[config.mk]
export PLATFORM = sky130hd
export DESIGN_NAME = clkcfg_smb_slave
export DESIGN_NICKNAME = d
export VERILOG_FILES = /design/src/rtl/clkcfg_pkg.sv /design/src/rtl/smb_line_sync.sv /design/src/rtl/smb_byte_engine.sv /design/src/rtl/clkcfg_regfile.sv /design/src/rtl/clkcfg_mode_dec.sv /design/src/rtl/clkcfg_smb_slave.sv
export SDC_FILE = /design/constraint.sdc
export NUM_CORES = 1
export LEC_CHECK = 0
export ABC_AREA = 1
export BUFFER_PORTS_ARGS = -buffer_cell sky130_fd_sc_hd__buf_2
export CAP_MARGIN = 10
export CORE_ASPECT_RATIO = 0.9
export CORE_MARGIN = 2
export CORE_UTILIZATION = 60
export CTS_CLUSTER_DIAMETER = 80
export DETAILED_ROUTE_END_ITERATION = 10
export GPL_ROUTABILITY_DRIVEN = 1
export GPL_TIMING_DRIVEN = 0
export PLACE_DENSITY = 0.79
export SYNTH_ARGS = -nofsm -noshare
export SYNTH_HDL_FRONTEND = slang
export SYNTH_SLANG_ARGS = --single-unit
export TNS_END_PERCENT = 50
[constraint.sdc]
create_clock -name clk -period 2.35 [get_ports clk]
set_clock_uncertainty 0.15 [all_clocks]
set_input_delay 0.47 -clock clk [delete_from_list [all_inputs] [get_ports clk]]
set_output_delay 0.47 -clock clk [all_outputs]
set_load 0.005 [all_outputs]
[src/rtl/clkcfg_pkg.sv]
package clkcfg_pkg;

   typedef enum logic [1:0] {
      OM_HIZ  = 2'b00,
      OM_PLL  = 2'b01,
      OM_BYP  = 2'b10,
      OM_TEST = 2'b11
   } omode_t;

   typedef enum logic [3:0] {
      ST_IDLE, ST_ADDR, ST_ADDR_ACK, ST_CMD, ST_CMD_ACK,
      ST_WDAT, ST_WDAT_ACK, ST_RDAT, ST_RDAT_ACK
   } smb_st_t;

   localparam logic [7:0] CMD_CFG   = 8'h80;
   localparam logic [7:0] CMD_AUX   = 8'h81;
   localparam logic [7:0] CMD_IDENT = 8'h82;

   typedef struct packed {
      logic       ok;
      logic [3:0] num;
      logic [2:0] den;
   } ratio_t;

   function automatic ratio_t ratio_of(input logic [2:0] code);
      ratio_t r;
      case (code)
         3'b000:  r = '{1'b1, 4'd3,  3'd1};
         3'b001:  r = '{1'b1, 4'd4,  3'd1};
         3'b010:  r = '{1'b1, 4'd5,  3'd1};
         3'b011:  r = '{1'b1, 4'd6,  3'd1};
         3'b101:  r = '{1'b1, 4'd9,  3'd2};
         3'b111:  r = '{1'b1, 4'd15, 3'd4};
         default: r = '{1'b0, 4'd0,  3'd0};
      endcase
      return r;
   endfunction

   function automatic omode_t mode_of(input logic en, input logic byp_n,
                                      input logic test, input logic ena);
      omode_t m;
      if (!en)        m = OM_HIZ;
      else if (!byp_n) m = OM_BYP;
      else if (test)  m = OM_TEST;
      else if (ena)   m = OM_PLL;
      else            m = OM_HIZ;
      return m;
   endfunction

endpackage

[src/rtl/smb_line_sync.sv]
module smb_line_sync #(
   parameter int SYNC_STAGES = 2,
   parameter int SDA_LAG     = 1
) (
   input  logic clk,
   input  logic rst_n,
   input  logic scl_i,
   input  logic sda_i,
   output logic scl_s,
   output logic sda_s,
   output logic scl_rise,
   output logic scl_fall,
   output logic start_p,
   output logic stop_p
);
   localparam int SDA_LEN = SYNC_STAGES + SDA_LAG;

   generate
      if (SYNC_STAGES < 2) begin : g_bad_sync
         $error("smb_line_sync: SYNC_STAGES must be at least 2");
      end
      if (SDA_LAG < 0) begin : g_bad_lag
         $error("smb_line_sync: SDA_LAG must not be negative");
      end
   endgenerate

   logic [SYNC_STAGES-1:0] scl_ff;
   logic [SDA_LEN-1:0]     sda_ff;
   logic                   scl_q, sda_q;

   always_ff @(posedge clk or negedge rst_n) begin
      if (!rst_n) begin
         scl_ff <= '1;
         sda_ff <= '1;
         scl_q  <= 1'b1;
         sda_q  <= 1'b1;
      end else begin
         scl_ff <= {scl_ff[SYNC_STAGES-2:0], scl_i};
         sda_ff <= {sda_ff[SDA_LEN-2:0], sda_i};
         scl_q  <= scl_s;
         sda_q  <= sda_s;
      end
   end

   assign scl_s    = scl_ff[SYNC_STAGES-1];
   assign sda_s    = sda_ff[SDA_LEN-1];
   assign scl_rise = scl_s & ~scl_q;
   assign scl_fall = ~scl_s & scl_q;
   assign start_p  = scl_s & scl_q & sda_q & ~sda_s;
   assign stop_p   = scl_s & scl_q & ~sda_q & sda_s;

endmodule

[src/rtl/smb_byte_engine.sv]
module smb_byte_engine
   import clkcfg_pkg::*;
#(
   parameter int AW = 7,
   parameter int DW = 8
) (
   input  logic          clk,
   input  logic          rst_n,
   input  logic [AW-1:0] dev_addr,
   input  logic          sda_s,
   input  logic          scl_rise,
   input  logic          scl_fall,
   input  logic          start_p,
   input  logic          stop_p,
   input  logic [DW-1:0] rd_data,
   output logic [DW-1:0] rd_idx,
   output logic          wr_en,
   output logic [DW-1:0] wr_idx,
   output logic [DW-1:0] wr_data,
   output logic          sda_oe
);
   localparam int BW = $clog2(DW);
   localparam logic [BW-1:0] LAST = BW'(DW - 1);

   generate
      if (AW + 1 != DW) begin : g_bad_width
         $error("smb_byte_engine: address plus flag must fill one byte");
      end
   endgenerate

   smb_st_t       st;
   logic [DW-1:0] shreg;
   logic [DW-2:0] tx;
   logic [BW-1:0] bitcnt;
   logic          got_all, rw, m_ack;

   always_ff @(posedge clk or negedge rst_n) begin
      if (!rst_n) begin
         st      <= ST_IDLE;
         shreg   <= '0;
         tx      <= '0;
         bitcnt  <= '0;
         got_all <= 1'b0;
         rw      <= 1'b0;
         m_ack   <= 1'b0;
         rd_idx  <= '0;
         wr_en   <= 1'b0;
         wr_idx  <= '0;
         wr_data <= '0;
         sda_oe  <= 1'b0;
      end else begin
         wr_en <= 1'b0;
         if (start_p) begin
            st      <= ST_ADDR;
            bitcnt  <= '0;
            got_all <= 1'b0;
            sda_oe  <= 1'b0;
         end else if (stop_p) begin
            st     <= ST_IDLE;
            sda_oe <= 1'b0;
         end else begin
            case (st)
               ST_ADDR, ST_CMD, ST_WDAT: begin
                  if (scl_rise && !got_all) begin
                     shreg  <= {shreg[DW-2:0], sda_s};
                     bitcnt <= bitcnt + 1'b1;
                     if (bitcnt == LAST) got_all <= 1'b1;
                  end else if (scl_fall && got_all) begin
                     got_all <= 1'b0;
                     bitcnt  <= '0;
                     if (st == ST_ADDR) begin
                        if (shreg[DW-1:1] == dev_addr) begin
                           sda_oe <= 1'b1;
                           rw     <= shreg[0];
                           st     <= ST_ADDR_ACK;
                        end else begin
                           st <= ST_IDLE;
                        end
                     end else if (st == ST_CMD) begin
                        rd_idx <= shreg;
                        sda_oe <= 1'b1;
                        st     <= ST_CMD_ACK;
                     end else begin
                        wr_en   <= 1'b1;
                        wr_idx  <= rd_idx;
                        wr_data <= shreg;
                        rd_idx  <= rd_idx + 1'b1;
                        sda_oe  <= 1'b1;
                        st      <= ST_WDAT_ACK;
                     end
                  end
               end
               ST_ADDR_ACK: if (scl_fall) begin
                  bitcnt <= '0;
                  if (rw) begin
                     sda_oe <= ~rd_data[DW-1];
                     tx     <= rd_data[DW-2:0];
                     st     <= ST_RDAT;
                  end else begin
                     sda_oe <= 1'b0;
                     st     <= ST_CMD;
                  end
               end
               ST_CMD_ACK, ST_WDAT_ACK: if (scl_fall) begin
                  sda_oe <= 1'b0;
                  st     <= ST_WDAT;
               end
               ST_RDAT: if (scl_fall) begin
                  if (bitcnt == LAST) begin
                     sda_oe <= 1'b0;
                     bitcnt <= '0;
                     rd_idx <= rd_idx + 1'b1;
                     st     <= ST_RDAT_ACK;
                  end else begin
                     bitcnt <= bitcnt + 1'b1;
                     sda_oe <= ~tx[DW-2];
                     tx     <= {tx[DW-3:0], 1'b0};
                  end
               end
               ST_RDAT_ACK: begin
                  if (scl_rise) m_ack <= ~sda_s;
                  else if (scl_fall) begin
                     if (m_ack) begin
                        sda_oe <= ~rd_data[DW-1];
                        tx     <= rd_data[DW-2:0];
                        st     <= ST_RDAT;
                     end else begin
                        st <= ST_IDLE;
                     end
                  end
               end
               default: st <= ST_IDLE;
            endcase
         end
      end
   end

endmodule

[src/rtl/clkcfg_regfile.sv]
module clkcfg_regfile
   import clkcfg_pkg::*;
#(
   parameter logic [4:0] REV_ID     = 5'b00011,
   parameter logic [2:0] VENDOR_ID  = 3'b010,
   parameter logic [7:0] CFG_RST    = 8'h1F,
   parameter logic [7:0] AUX_RST    = 8'h08,
   parameter logic [7:0] AUX_FORCE1 = 8'h08,
   parameter int         N_OUT      = 4
) (
   input  logic             clk,
   input  logic             rst_n,
   input  logic [7:0]       rd_idx,
   output logic [7:0]       rd_data,
   input  logic             wr_en,
   input  logic [7:0]       wr_idx,
   input  logic [7:0]       wr_data,
   output logic [2:0]       mult_sel,
   output logic [N_OUT-1:0] out_ena,
   output logic             ref_sel,
   output logic             test_mode
);
   generate
      if (N_OUT != 4) begin : g_bad_nout
         $error("clkcfg_regfile: the enable field holds exactly four outputs");
      end
   endgenerate

   logic [7:0] cfg_q, aux_q;

   always_ff @(posedge clk or negedge rst_n) begin
      if (!rst_n) begin
         cfg_q <= CFG_RST;
         aux_q <= AUX_RST | AUX_FORCE1;
      end else if (wr_en) begin
         if (wr_idx == CMD_CFG) cfg_q <= wr_data;
         if (wr_idx == CMD_AUX) aux_q <= wr_data | AUX_FORCE1;
      end
   end

   always_comb begin
      case (rd_idx)
         CMD_CFG:   rd_data = cfg_q;
         CMD_AUX:   rd_data = aux_q;
         CMD_IDENT: rd_data = {REV_ID, VENDOR_ID};
         default:   rd_data = 8'h00;
      endcase
   end

   assign mult_sel  = cfg_q[6:4];
   assign out_ena   = cfg_q[N_OUT-1:0];
   assign ref_sel   = aux_q[2];
   assign test_mode = aux_q[0];

endmodule

[src/rtl/clkcfg_mode_dec.sv]
module clkcfg_mode_dec
   import clkcfg_pkg::*;
#(
   parameter int N_OUT = 4
) (
   input  logic [2:0]         mult_sel,
   input  logic [N_OUT-1:0]   out_ena,
   input  logic               test_mode,
   input  logic               en_pin,
   input  logic               bypass_n,
   output logic [3:0]         mult_num,
   output logic [2:0]         mult_den,
   output logic               mult_ok,
   output logic [2*N_OUT-1:0] out_mode
);
   assign {mult_ok, mult_num, mult_den} = ratio_of(mult_sel);

   for (genvar k = 0; k < N_OUT; k++) begin : g_out
      assign out_mode[2*k +: 2] = mode_of(en_pin, bypass_n, test_mode,
                                          out_ena[N_OUT-1-k]);
   end

endmodule

[src/rtl/clkcfg_smb_slave.sv]
module clkcfg_smb_slave #(
   parameter int         N_OUT       = 4,
   parameter int         SYNC_STAGES = 2,
   parameter int         SDA_LAG     = 1,
   parameter logic [4:0] ADDR_HI     = 5'b11011,
   parameter logic [4:0] REV_ID      = 5'b00011
) (
   input  logic               clk,
   input  logic               rst_n,
   input  logic               scl_i,
   input  logic               sda_i,
   output logic               sda_oe,
   input  logic [1:0]         id_strap,
   input  logic               en_pin,
   input  logic               bypass_n,
   output logic [3:0]         mult_num,
   output logic [2:0]         mult_den,
   output logic               mult_ok,
   output logic               ref_sel,
   output logic [2*N_OUT-1:0] out_mode
);
   logic             scl_s, sda_s, scl_rise, scl_fall, start_p, stop_p;
   logic [7:0]       rd_idx, rd_data, wr_idx, wr_data;
   logic             wr_en, test_mode;
   logic [2:0]       mult_sel;
   logic [N_OUT-1:0] out_ena;

   smb_line_sync #(.SYNC_STAGES(SYNC_STAGES), .SDA_LAG(SDA_LAG)) u_sync (
      .clk(clk), .rst_n(rst_n), .scl_i(scl_i), .sda_i(sda_i),
      .scl_s(scl_s), .sda_s(sda_s), .scl_rise(scl_rise), .scl_fall(scl_fall),
      .start_p(start_p), .stop_p(stop_p));

   smb_byte_engine #(.AW(7), .DW(8)) u_eng (
      .clk(clk), .rst_n(rst_n), .dev_addr({ADDR_HI, id_strap}),
      .sda_s(sda_s), .scl_rise(scl_rise), .scl_fall(scl_fall),
      .start_p(start_p), .stop_p(stop_p), .rd_data(rd_data),
      .rd_idx(rd_idx), .wr_en(wr_en), .wr_idx(wr_idx), .wr_data(wr_data),
      .sda_oe(sda_oe));

   clkcfg_regfile #(.REV_ID(REV_ID), .N_OUT(N_OUT)) u_regs (
      .clk(clk), .rst_n(rst_n), .rd_idx(rd_idx), .rd_data(rd_data),
      .wr_en(wr_en), .wr_idx(wr_idx), .wr_data(wr_data),
      .mult_sel(mult_sel), .out_ena(out_ena), .ref_sel(ref_sel),
      .test_mode(test_mode));

   clkcfg_mode_dec #(.N_OUT(N_OUT)) u_dec (
      .mult_sel(mult_sel), .out_ena(out_ena), .test_mode(test_mode),
      .en_pin(en_pin), .bypass_n(bypass_n), .mult_num(mult_num),
      .mult_den(mult_den), .mult_ok(mult_ok), .out_mode(out_mode));

endmodule

Yosys cells after proc, flatten, opt, wreduce, memory -nomap -nowiden
Index checks and enable logic that the tools add are counted.
{"block": "totals", "ff_bits": 73, "input_bits": 8, "wordCells": 193, "output_inout_bits": 18}
{"block": "op_classes", "n_bitwise": 18, "add_sub_neg": 2, "eq_ne": 46, "n_reduce_logical": 24, "mux": 85}
{"op": "7-bit 2-to-1 mux", "count": 7}
{"op": "8-bit 2-to-1 mux", "count": 6}
{"op": "8-bit one-hot mux with 6 select lines", "count": 1}
{"op": "4-bit 2-to-1 mux", "count": 11}
{"op": "8-bit == test (second input constant)", "count": 5}
{"op": "1-bit 2-to-1 mux", "count": 31}
{"op": "2-bit 2-to-1 mux", "count": 14}
{"op": "4-bit by 3-bit inequality test with 1-bit output (second input constant)", "count": 7}
{"op": "3-bit 2-to-1 mux", "count": 9}
{"op": "8-bit one-hot mux with 3 select lines", "count": 1}
{"op": "7-bit one-hot mux with 3 select lines", "count": 1}
{"op": "4-bit one-hot mux with 5 select lines", "count": 1}
{"op": "10-bit AND reduction", "count": 2}
{"op": "4-bit by 3-bit == test with 1-bit output (second input constant)", "count": 4}
{"op": "8-bit one-hot mux with 2 select lines", "count": 1}
{"op": "8-bit AND reduction", "count": 2}
{"op": "2-bit by 1-bit inequality test with 1-bit output (second input constant)", "count": 7}
{"op": "7-bit AND reduction", "count": 2}
{"op": "4-bit AND reduction", "count": 3}
{"op": "1-bit NOT", "count": 11}
{"op": "2-bit inequality test (second input constant)", "count": 5}
{"op": "3-bit == test (second input constant)", "count": 3}
{"op": "3-bit one-hot mux with 3 select lines", "count": 1}
{"op": "8-bit by 1-bit adder with 8-bit output (second input constant)", "count": 1}
{"op": "25 further kinds", "count": 39}

Logic depth before layout (Yosys ltp)
{"block": "depth", "depth_word": 9, "mapped_depth": 12, "mapped_depth_nobuf": 11}

Modules after synthesis
From an unflattened synthesis, not the netlist that was laid out.
{"block": "unflattened", "hier_cells": 553, "hier_area_um2": 4192.8}
{"module": "smb_byte_engine", "seq_area_each_um2": 1276.2, "area_each_um2": 2881.5, "instances": 1, "cells_each": 373}
{"module": "clkcfg_regfile", "seq_area_each_um2": 381.6, "area_each_um2": 950.9, "instances": 1, "cells_each": 132}
{"module": "smb_line_sync", "seq_area_each_um2": 183.9, "area_each_um2": 225.2, "instances": 1, "cells_each": 18}
{"module": "clkcfg_mode_dec", "seq_area_each_um2": 0.0, "area_each_um2": 127.6, "instances": 1, "cells_each": 28}
{"module": "clkcfg_smb_slave", "seq_area_each_um2": 0.0, "area_each_um2": 7.5, "instances": 1, "cells_each": 2}

Least setup slack after synthesis
No wires, ideal clock.
{"block": "synth_timing", "kind": "register to register", "start": "register u_sync.sda_ff[2]", "end": "register u_eng.rd_idx[5]", "period_less_slack_ns": 1.704, "setup_ns": 0.076, "arrival_time_ns": 1.478, "slack_ns": 0.646, "required_time_ns": 2.124, "path_stages_with_launch": 10, "path_buffers": 1, "cell_sequence": "dfstp_2 inv_1 nand4_2 nand2_1 nor2_1 nand3_1 nor2_4 buf_4 nand2_1 o21ai_1"}
{"block": "synth_between", "elab_chain_len": 4}
{"item": "from (decl)", "line": "smb_line_sync.sv:28", "text": "logic [SDA_LEN-1:0] sda_ff;"}
{"item": "from (signal assigned)", "line": "smb_line_sync.sv:39", "text": "sda_ff <= {sda_ff[SDA_LEN-2:0], sda_i};"}
{"item": "1-bit NOT", "line": "smb_line_sync.sv:49", "text": "assign start_p = scl_s & scl_q & sda_q & ~sda_s;"}
{"item": "1-bit bitwise AND", "line": "smb_line_sync.sv:49"}
{"item": "1-bit NOT (no line)"}
{"item": "8-bit AND reduction (no line) (*)"}
{"item": "to (signal assigned)", "line": "smb_byte_engine.sv:80", "text": "rd_idx <= shreg;"}
{"item": "to (signal assigned)", "line": "smb_byte_engine.sv:87", "text": "rd_idx <= rd_idx + 1'b1;"}
{"item": "to (signal assigned)", "line": "smb_byte_engine.sv:112", "text": "rd_idx <= rd_idx + 1'b1;"}
{"item": "to (decl)", "line": "smb_byte_engine.sv:16", "text": "output logic [DW-1:0] rd_idx,"}
Mark *: on every way between the ends. The rest lies on a longest branch, timed or not.
A chain may end at the register's enable or synchronous reset.

Worst setup path after layout
{"block": "layout_timing", "start": "register u_sync.sda_ff[2]", "end": "register u_eng.rd_idx[4]"}
Same word-level chain as after synthesis.

==> flow_metrics.py <==
metrics = {
    "outcome": {
        "outcome": "finished, final reports clean",
    },
    "setup_path": {
        "cp-startpoint": "u_sync.sda_ff[2]",
        "crit_fanout": 10,
        "reg2reg_from": "u_sync.sda_ff[2]",
        "worst_ep_required_time_ps": 2470,
        "arrival_ps": 2190,
        "cp-end-kind": "flop",
        "endpoint": "u_eng.rd_idx[4]",
        "r2r-end": "u_eng.rd_idx[4]",
        "r2r_slack_ps": 280,
        "worstSetupPathType": "flop to flop",
        "reg2reg_depth": 9,
        "cp-start-kind": "flop",
    },
    "drt": {
        "first_iter_violations": 170,
        "drc_errors": 0,
        "firstDrtPassIters": 4,
        "wl_per_cell_um": 13.49,
        "ant_nets": 0,
        "wirelength_mm": 8.623,
        "via_per_inst": 5.329,
        "via_count": 3405,
    },
    "clock_tree": {
        "post-cts-setup-buffer-count": 0,
        "clkLatencyLatePin_ps": 350,
        "cts_hold_buf": 0,
        "tritoncts": "built",
        "clock_sinks": 73,
        "cts_buffers": 9,
        "cts_resized": 0,
        "clk_pin_slew_ps": 70,
        "cts_root_buffer": "clkbuf_8",
        "cts.htree.levels": 3,
        "cts_max_path_buffers": 2,
    },
    "finish": {
        "multi_input_area_mm2": 0.001692,
        "fill_cells": 551,
        "register_area_mm2": 0.001842,
        "num-nets-final": 561,
        "n_antenna_cell": 0,
        "drive_above_1_share": 0.1504,
        "final_util": 0.6889,
        "final_cell_area_mm2": 0.004259,
        "area_growth_pct": 10.20,
    },
    "placed_design": {
        "place_ws_ps": 323.3,
        "gp_congestion": 0.9118,
        "portBuffers": 25,
        "hpwlAfterDp_mm": 6.363,
        "dpl_cell_area_mm2": 0.004101,
    },
    "sta": {
        "hold_viol": 0,
        "final.setup.tns_ps": 0,
        "tightestPinTransition_ps": 885.4,
        "slew_violations": 0,
        "min_period_ps": 2072,
        "rsz0062_at_grt": "false",
        "layout_setup_ws_ps": 277.8,
        "maxSlewHeadroom": 0.4097,
        "period_share": 0.8818,
        "report.final.setup_viol": 0,
        "clock.fmax_ghz": 0.4826,
    },
    "logic_synthesis": {
        "synth-seq-cells": 73,
        "synthDistinctLibCells": 33,
        "synth_nets": 525,
        "yosys.area.top_type_share": 0.3949,
        "synth_flop_cell": "dfrtp_1",
        "synth.area.top_cells": "dfrtp_1 (39%), nand2_1 (16%), dfstp_2 (8.2%)",
        "synth-seq-area-share": 0.4765,
        "netlist_area_mm2": 0.003865,
        "synth_common_cells": "nand2_1 (160), dfrtp_1 (61), inv_1 (58)",
        "async_flop_share": 1.000,
        "synth_most_common_cell": "nand2_1",
        "synth_edf_count": 0,
        "synthCells": 511,
        "avgSynthCellArea_um2": 7.564,
        "yosysTopAreaCell": "dfrtp_1",
        "yosysWarnings": 0,
    },
    "floorplan": {
        "die-height_um": 80.14,
        "design.core.area_mm2": 0.006182,
        "fp.dieW_um": 88.60,
        "start_util": 0.6252,
        "fp.dieArea_mm2": 0.007100,
        "ioPinCount": 26,
        "fp-row-count": 27,
    },
    "global_routing": {
        "use_met1": 0.3775,
        "overflow": 0,
        "grtUsageTotal": 0.2691,
        "grt_pass1_wl_mm": 14.57,
        "grt_max_degree": 74,
        "antenna_found_initial": 0,
        "gr-usage-met3": 0.05447,
        "grt_pass1_vias": 3167,
        "grt.met2_usage": 0.4135,
        "grt.busiest_layer": "met2",
    },
    "power_and_ir_drop": {
        "p_per_area_mw_per_mm2": 634.7,
        "peakVddDrop_v": 0.0004761,
        "leakagePower_nw": 2.082,
        "power_mw": 2.703,
    },
    "min_path": {
        "hp-start": "sda_i",
        "hold_class": "input pin to flop",
    },
    "run": {
        "drv_cap": 0,
    },
}
## stage by stage
step | hold WS [ps] | std cells
floorplan | 24.41 | 511
CTS | 55.34 | 639
finish | 64.81 | 639
global placement | 196.2 | 623
detailed placement | 198.2 | 623
global route | 48.28 | 639
## worst min-delay path by stage
stage | to | cells after the start
global placement | u_sync.sda_ff[2] | 0
floorplan | u_eng.bitcnt[0] | 0
global route | u_sync.sda_ff[0] | 1
detailed placement | u_sync.sda_ff[1] | 0
finish | u_sync.sda_ff[0] | 1
CTS | u_sync.sda_ff[0] | 1
## power breakdown
group	internal [mW]	switching, mW	total, mW
sequential	1.35	0.0743	1.42
combinational	0.149	0.308	0.457
clock	0.379	0.445	0.824
## cells in the final DEF, fill, tap and decap left out, types with 2 or more instances in the layout
cell and count:
nand4_1 4, o21ai_1 14, nor2_2 2, nor2_1 44, o22ai_1 3, nand3_1 30, dfstp_2 12, xor2_1 3
a21boi_0 2, clkbuf_8 9, ha_1 6, inv_1 58, inv_2 8, buf_4 5, nor2_4 4, nand2_4 2
o21ai_0 57, o211ai_1 3, clkbuf_1 9, dfrtp_1 61, nand2_1 160, buf_2 28, a21oi_1 9, nand2_2 4
nor3_1 2, clkinv_2 3
## layout make-up
type                       count  area share
tap                           87     0.02556
clock buffer                  12     0.03173
buffer                        15     0.01968
clock inverter                 4    0.005288
multi-input combinational    357      0.3972
sequential                    73      0.4324
inverter                      66     0.05817
timing repair buffer          25     0.02996
## critical path: stages, from the launching register on
cell and delay (ps):
dfstp_2 560, inv_1 60, nand4_2 180, nand2_1 220
nor2_1 140, nand3_1 160, nor2_4 190, buf_4 200
nand2_1 60, o21ai_1 70
## layer usage
metal  part of all wire  vias to the layer above
met4              0.017                        0
li1                   -                     1705
met3              0.050                       14
met1               0.47                     1590
met5                  0                        -
met2               0.46                       96
## sequential cells by signal, summed over array words and instances, names as in the netlist, 2 cells and up
| name | cells |
|---|---|
| u_sync.scl_ff | 2 |
| u_eng.shreg | 8 |
| u_eng.st | 4 |
| u_regs.cfg_q | 8 |
| u_sync.sda_ff | 3 |
| u_eng.wr_idx | 8 |
| u_eng.wr_data | 8 |
| u_regs.aux_q | 7 |
| u_eng.bitcnt | 3 |
| u_eng.rd_idx | 8 |
| u_eng.tx | 7 |
## logic make-up (layout without fill, tap and decap cells)
group	count (synthesis)	count (layout)	share of synthesized area
simple gates	255	255	0.2823
compound gates	93	93	0.1292
buf+inv	81	122	0.08579
flops	73	73	0.4765
fa+ha+maj	6	6	0.01942
xor+xnor	3	3	0.006800
(Power assumes the default switching activity.)
